$ cat src/rtl/sps_pkg.sv
package sps_pkg;
  function automatic int sps_max(input int a, input int b);
    return (a > b) ? a : b;
  endfunction
endpackage

$ cat src/rtl/sps_prescaler.sv
module sps_prescaler #(
  parameter int TICK_DIV = 50
) (
  input  logic clk_i,
  input  logic rst_ni,
  output logic tick_o
);
  localparam int PW = (TICK_DIV > 1) ? $clog2(TICK_DIV) : 1;

  logic [PW-1:0] cnt_q;

  assign tick_o = (cnt_q == PW'(TICK_DIV - 1));

  always_ff @(posedge clk_i or negedge rst_ni) begin
    if (!rst_ni)     cnt_q <= '0;
    else if (tick_o) cnt_q <= '0;
    else             cnt_q <= cnt_q + 1'b1;
  end
endmodule

$ cat src/rtl/sps_timer.sv
module sps_timer import sps_pkg::*; #(
  parameter int N_IN      = 24,
  parameter int WIN_TICKS = 18,
  parameter int PER_W     = 17,
  parameter int ACT_W     = 10,
  localparam int CNT_W    = sps_max(PER_W, ACT_W) + 1
) (
  input  logic             clk_i,
  input  logic             rst_ni,
  input  logic             tick_i,
  input  logic [PER_W-1:0] period_i,
  input  logic [ACT_W-1:0] active_i,
  output logic             load_o,
  output logic             en_o,
  output logic             sample_o,
  output logic             commit_o
);
  localparam int SPAN = N_IN * WIN_TICKS;
  localparam logic [CNT_W-1:0] SPAN_C = CNT_W'(SPAN);

  logic             loaded_q;
  logic [CNT_W-1:0] pcnt_q, act_q, per_q;
  logic [CNT_W-1:0] act_in, per_in, act_eff, per_eff, win_start;

  // clamp so the full sample window fits, with one idle tick after it
  assign act_in  = CNT_W'(active_i);
  assign per_in  = CNT_W'(period_i);
  assign act_eff = (act_in < SPAN_C) ? SPAN_C : act_in;
  assign per_eff = (per_in > act_eff) ? per_in : act_eff + 1'b1;

  assign load_o    = !loaded_q || (tick_i && pcnt_q == per_q - 1'b1);
  assign en_o      = pcnt_q < act_q;
  assign win_start = act_q - SPAN_C;
  assign sample_o  = en_o && (pcnt_q >= win_start);
  assign commit_o  = tick_i && loaded_q && (pcnt_q == act_q - 1'b1);

  always_ff @(posedge clk_i or negedge rst_ni) begin
    if (!rst_ni) begin
      loaded_q <= 1'b0;
      pcnt_q   <= '0;
      act_q    <= '0;
      per_q    <= '0;
    end else begin
      loaded_q <= 1'b1;
      if (load_o) begin
        pcnt_q <= '0;
        act_q  <= act_eff;
        per_q  <= per_eff;
      end else if (tick_i) begin
        pcnt_q <= pcnt_q + 1'b1;
      end
    end
  end


  sample_in_active_chk: assert property (@(posedge clk_i) disable iff (!rst_ni)
    sample_o |-> en_o);


  act_floor_chk: assert property (@(posedge clk_i) disable iff (!rst_ni)
    loaded_q |-> (act_q >= SPAN_C && per_q > act_q));
endmodule

$ cat src/rtl/sps_capture.sv
module sps_capture #(
  parameter int N_IN      = 24,
  parameter int WIN_TICKS = 18,
  localparam int IDX_W    = (N_IN > 1) ? $clog2(N_IN) : 1,
  localparam int WW       = $clog2(WIN_TICKS + 1)
) (
  input  logic             clk_i,
  input  logic             rst_ni,
  input  logic             tick_i,
  input  logic             load_i,
  input  logic             sample_i,
  input  logic             commit_i,
  input  logic [N_IN-1:0]  cmp_i,
  output logic [IDX_W-1:0] idx_o,
  output logic [N_IN-1:0]  status_o,
  output logic             irq_o
);
  logic [WW-1:0]    win_q;
  logic [IDX_W-1:0] idx_q;
  logic [N_IN-1:0]  shadow_q, shadow_nxt, status_q;
  logic             irq_q, slot_end;

  assign slot_end = tick_i && sample_i && (win_q == WW'(WIN_TICKS - 1));

  always_comb begin
    shadow_nxt = shadow_q;
    if (slot_end) shadow_nxt[idx_q] = cmp_i[idx_q];
  end

  always_ff @(posedge clk_i or negedge rst_ni) begin
    if (!rst_ni) begin
      win_q    <= '0;
      idx_q    <= '0;
      shadow_q <= '0;
      status_q <= '0;
      irq_q    <= 1'b0;
    end else begin
      if (load_i) begin
        win_q <= '0;
        idx_q <= '0;
      end else if (tick_i && sample_i) begin
        if (slot_end) begin
          win_q <= '0;
          if (idx_q != IDX_W'(N_IN - 1)) idx_q <= idx_q + 1'b1;
        end else begin
          win_q <= win_q + 1'b1;
        end
      end
      shadow_q <= shadow_nxt;
      if (commit_i) begin
        status_q <= shadow_nxt;
        irq_q    <= (shadow_nxt != status_q);
      end else begin
        irq_q <= 1'b0;
      end
    end
  end

  assign idx_o    = idx_q;
  assign status_o = status_q;
  assign irq_o    = irq_q;
endmodule

$ cat src/rtl/sps_top.sv
module sps_top import sps_pkg::*; #(
  parameter int N_IN      = 24,
  parameter int TICK_DIV  = 50,
  parameter int WIN_TICKS = 18,
  parameter int PER_W     = 17,
  parameter int ACT_W     = 10,
  localparam int IDX_W    = (N_IN > 1) ? $clog2(N_IN) : 1
) (
  input  logic             clk_i,
  input  logic             rst_ni,
  input  logic [PER_W-1:0] period_i,
  input  logic [ACT_W-1:0] active_i,
  input  logic [N_IN-1:0]  cmp_i,
  output logic [N_IN-1:0]  wet_en_o,
  output logic             sample_o,
  output logic [IDX_W-1:0] sample_idx_o,
  output logic [N_IN-1:0]  status_o,
  output logic             irq_o
);
  logic tick, load, en, commit;

  sps_prescaler #(.TICK_DIV(TICK_DIV)) u_presc (
    .clk_i, .rst_ni, .tick_o(tick)
  );

  sps_timer #(
    .N_IN(N_IN), .WIN_TICKS(WIN_TICKS), .PER_W(PER_W), .ACT_W(ACT_W)
  ) u_timer (
    .clk_i, .rst_ni, .tick_i(tick), .period_i, .active_i,
    .load_o(load), .en_o(en), .sample_o, .commit_o(commit)
  );

  sps_capture #(.N_IN(N_IN), .WIN_TICKS(WIN_TICKS)) u_cap (
    .clk_i, .rst_ni, .tick_i(tick), .load_i(load), .sample_i(sample_o),
    .commit_i(commit), .cmp_i, .idx_o(sample_idx_o), .status_o, .irq_o
  );

  for (genvar g = 0; g < N_IN; g++) begin : g_wet
    assign wet_en_o[g] = en;
  end


  status_hold_chk: assert property (@(posedge clk_i) disable iff (!rst_ni)
    (wet_en_o[0] && $past(wet_en_o[0])) |-> $stable(status_o));


  irq_on_fall_chk: assert property (@(posedge clk_i) disable iff (!rst_ni)
    irq_o |-> ($fell(wet_en_o[0]) && status_o != $past(status_o)));


  idx_monotonic_chk: assert property (@(posedge clk_i) disable iff (!rst_ni)
    (sample_o && $past(sample_o)) |-> sample_idx_o >= $past(sample_idx_o));


  en_uniform_chk: assert property (@(posedge clk_i) disable iff (!rst_ni)
    $countones(wet_en_o) == 0 || $countones(wet_en_o) == N_IN);
endmodule

$ cat config.mk
export PLATFORM = sky130hd
export DESIGN_NAME = sps_top
export DESIGN_NICKNAME = d
export VERILOG_FILES = /design/src/rtl/sps_pkg.sv /design/src/rtl/sps_prescaler.sv /design/src/rtl/sps_timer.sv /design/src/rtl/sps_capture.sv /design/src/rtl/sps_top.sv
export SDC_FILE = /design/constraint.sdc
export NUM_CORES = 1
export LEC_CHECK = 0
export BUFFER_PORTS_ARGS = -buffer_cell sky130_fd_sc_hd__buf_2
export CORE_AREA = 10 10 124 126
export CTS_BUF_LIST = sky130_fd_sc_hd__clkbuf_4
export DETAILED_ROUTE_END_ITERATION = 16
export DIE_AREA = 0 0 134 136
export GPL_TIMING_DRIVEN = 1
export PLACE_DENSITY = 0.87
export SETUP_SLACK_MARGIN = 0.05
export SLEW_MARGIN = 20
export SYNTH_ARGS = -nofsm -noshare
export SYNTH_HDL_FRONTEND = slang
export SYNTH_SLANG_ARGS = --single-unit
$ cat constraint.sdc
create_clock -name clk_i -period 6.4 [get_ports clk_i]
set_input_delay 1.28 -clock clk_i [delete_from_list [all_inputs] [get_ports clk_i]]
set_output_delay 1.28 -clock clk_i [all_outputs]
set_load 0.01 [all_outputs]
==> impl_metrics.tcl <==
set metrics [dict create \
    dr.pass1.iters 6 \
    synthToLayoutAreaGrowth_pct 6.704 \
    timing_worst_setup_path_type "reg2out" \
    start_kind "register" \
    drt_iter0_drc 815 \
    powerDensity_nw_per_um2 145.4 \
    antenna_found_initial 1 \
    final_hold_viol_count 0 \
    multi_input_area_um2 4886 \
    hold_path_end "u_presc.cnt_q[5]" \
    critPathMaxStageDelay_ns 0.48 \
    max_freq_ghz 0.2024 \
    ff_latch_area_um2 2778 \
    track_usage_pct 22.81 \
    drive_gt1_share_pct 16.50 \
    synth_cell_types 70 \
    timing.final.ws_setup_ns 1.459 \
    yosysSeqAreaShare_pct 33.75 \
    io_pins 108 \
    finalInstanceArea_um2 8782 \
    final_cell_mix "dfrtp_1, buf_2, nand2_1" \
    drt-total-wl_mm 21.16 \
    slew_violations 0 \
    start_util_pct 63.41 \
    rsz0062_at_grt "no" \
    setup-tns-final_ns 0 \
    cts_buffers 9 \
    final_nets 1103 \
    cts_sinks 111 \
    p_leak_nw 3.889 \
    synth_area_um2 8230 \
    grt_max_degree 73 \
    first_global_vias 7171 \
    coreArea_um2 12980 \
    maxCapViolCount 0 \
    avgSynthCellArea_um2 8.618 \
    yosysTopAreaCell "dfrtp_1" \
    synth_ff_type "dfrtp_1" \
    tightest_slew_ns 1.023 \
    cp_cell_sequence "inv_1 > or3_1 > ha_1 > ha_1 > nand2_1 > o21ai_0 > a31oi_1 > o31ai_4 > buf_4 > nand2_1 > inv_1 > buf_2" \
    max-vdd-ir-drop_uv 120.5 \
    hp-start "u_presc.cnt_q[4]" \
    power_w 0.001277 \
    cts_root_buffer "clkbuf_4" \
    synthTopCellsByArea "dfrtp_1, ha_1, nand2_1, xnor2_1, nand4_1" \
    ctsHtreeMaxLevel 3 \
    synth_top_area_share_pct 33.75 \
    synth_top_family_by_area "simple AND/OR/NAND/NOR gates" \
    hpwl_mm 15.98 \
    fillCellCount 1063 \
    gr-total-overflow 0 \
    portBuffers 107 \
    crit_family "buffers and inverters" \
    synthCells 955 \
    syn-num-nets 1057 \
    critPathSlowestCell "dfrtp_1" \
    wl_per_cell_um 17.89 \
    hold_class "reg2reg" \
    postCtsSetupBuffers 0 \
    holdPathStages 1 \
    placed_area_um2 8662 \
    routed_via_density 6.298 \
    placementRows 42 \
    critical_path_buf_inv_count 4 \
    routabilityCongestion 0.9691 \
    synthArstFlopShare_pct 100.0 \
    maxSlewHeadroom_pct 31.73 \
    r2r_end "u_cap.irq_o" \
    outcome "finished, final reports clean" \
    ys_ff_latch 111 \
    cts_tree "done" \
    worst_ep_required_time_ns 5.12 \
    synthSimpleGateAreaFrac_pct 22.42 \
    die_x_um 134 \
    clk_pin_slew_ns 0.17 \
    synth-compound-area-share_pct 15.16 \
    critPathMaxFanout 31 \
    synthMuxAreaShare_pct 6.157 \
    finalSetupViolCount 0 \
    clock_skew_ns 0.03482 \
    final.period_utilization_pct 77.21 \
    insertion_delay_ns 0.50 \
    layout_min_cycle_time_ns 4.941 \
    die_y_um 136 \
    arrival_ns 3.66 \
    cts_resized 0 \
    synth-xor-area-share_pct 7.875 \
    dieArea_um2 18220 \
    synth_edf_count 0 \
    rr_worst_depth 13 \
    grt_pass1_wl_mm 34.70 \
    vias 7450 \
    drc 0 \
    reg2reg_from "u_timer.act_q[7]" \
    critPathCaptureType "output port" \
    hold_buffers 0 \
    clockBufferDepth 2 \
    mostFrequentLayoutCell "dfrtp_1" \
    antenna_left 0 \
    synth_warnings 0 \
    reg2reg_slack_ns 2.27 \
    dpl_worst_slack_ns 1.934 \
    synth-adder-area-share_pct 7.449 \
]
## worst max-delay path by stage
stage | start | to | depth (start not counted)
final | u_timer.act_q[7] | sample_o | 12
after detailed placement | active_i[4] | u_timer.per_q[7] | 15
after floorplan | u_timer.act_q[6] | wet_en_o[0] | 10
after global routing | u_timer.act_q[7] | sample_o | 12
after global placement | active_i[4] | u_timer.per_q[0] | 15
after CTS | u_timer.act_q[7] | sample_o | 12
## cells by family after synthesis
family	Yosys count
muxes	42
and+or+nand+nor	360
other	1
xor gates and xnor gates	74
buffers and inverters	129
AOI/OAI and AO/OA	189
DFF	111
adders and majority gates	49
## registers in the layout, summed over array words and instances, names as in the netlist
| register | flops |
|---|---|
| u_presc.cnt_q | 6 |
| u_timer.pcnt_q | 18 |
| u_timer.per_q | 17 |
| u_cap.idx_o | 5 |
| u_cap.irq_o | 1 |
| u_timer.act_q | 10 |
| u_timer.loaded_q | 1 |
| u_cap.shadow_q | 24 |
| u_cap.win_q | 5 |
| u_cap.status_o | 24 |
## synthesized netlist by cell type (4+ instances only)
| library cell | instances |
|---|---|
| nor4b_1 | 4 |
| buf_1 | 7 |
| inv_1 | 50 |
| a32oi_1 | 5 |
| nor4_1 | 11 |
| a211oi_1 | 4 |
| nand3_1 | 31 |
| nor2_1 | 66 |
| o31ai_1 | 10 |
| xor2_1 | 33 |
| or4_1 | 4 |
| nand3b_1 | 7 |
| a22oi_1 | 4 |
| a21oi_1 | 39 |
| xnor2_1 | 41 |
| nor3_1 | 19 |
| buf_2 | 8 |
| mux4_2 | 5 |
| and2_1 | 7 |
| a41oi_1 | 6 |
| mux2_2 | 19 |
| and3_1 | 11 |
| o21ai_0 | 54 |
| nand4_1 | 47 |
| nand2_1 | 105 |
| o211ai_1 | 7 |
| ha_1 | 49 |
| a21o_1 | 6 |
| nor2b_1 | 10 |
| and4_1 | 7 |
| a31oi_1 | 9 |
| nand2b_1 | 9 |
| o21a_1 | 8 |
| clkbuf_1 | 39 |
| mux2i_1 | 18 |
| or3_1 | 8 |
| dfrtp_1 | 111 |
| o22ai_1 | 5 |
| buf_4 | 25 |
## power by group
| part | switching (W) | internal, W |
|---|---|---|
| Clock | 0.000240 | 0.0000875 |
| Combinational | 0.000124 | 0.0000847 |
| Sequential | 0.0000229 | 0.000717 |
| Total | 0.000387 | 0.000890 |
## layout make-up
class	count	area share, %
multi-input cells	715	55.63
flip-flops and latches	111	31.63
repair buffers	114	6.725
well taps	176	2.507
inverters	50	2.137
clock buffers	10	0.8548
clock inverters	6	0.4844
diodes	1	0.02849
## metrics by stage
step / instances / hold WS, ns / utilization, %
final: 1183 / 0.5255 / 67.66
after detailed placement: 1166 / 0.4992 / 66.73
after global placement: 1166 / 0.4952 / 66.73
after CTS: 1182 / 0.5206 / 67.64
after floorplan: 955 / 0.4735 / -
after global routing: 1183 / 0.5583 / 67.66
## metal layers
metal  up-vias  GRT usage [%]  part of all wire, %
li1       3508              -                    -
met1      3493          26.99                   40
met2       369          38.49                   48
met3        80          5.055                  8.1
met4         0          11.37                  3.9
met5         -              0                    0
No activity file was read; power rests on OpenSTA's default activity.
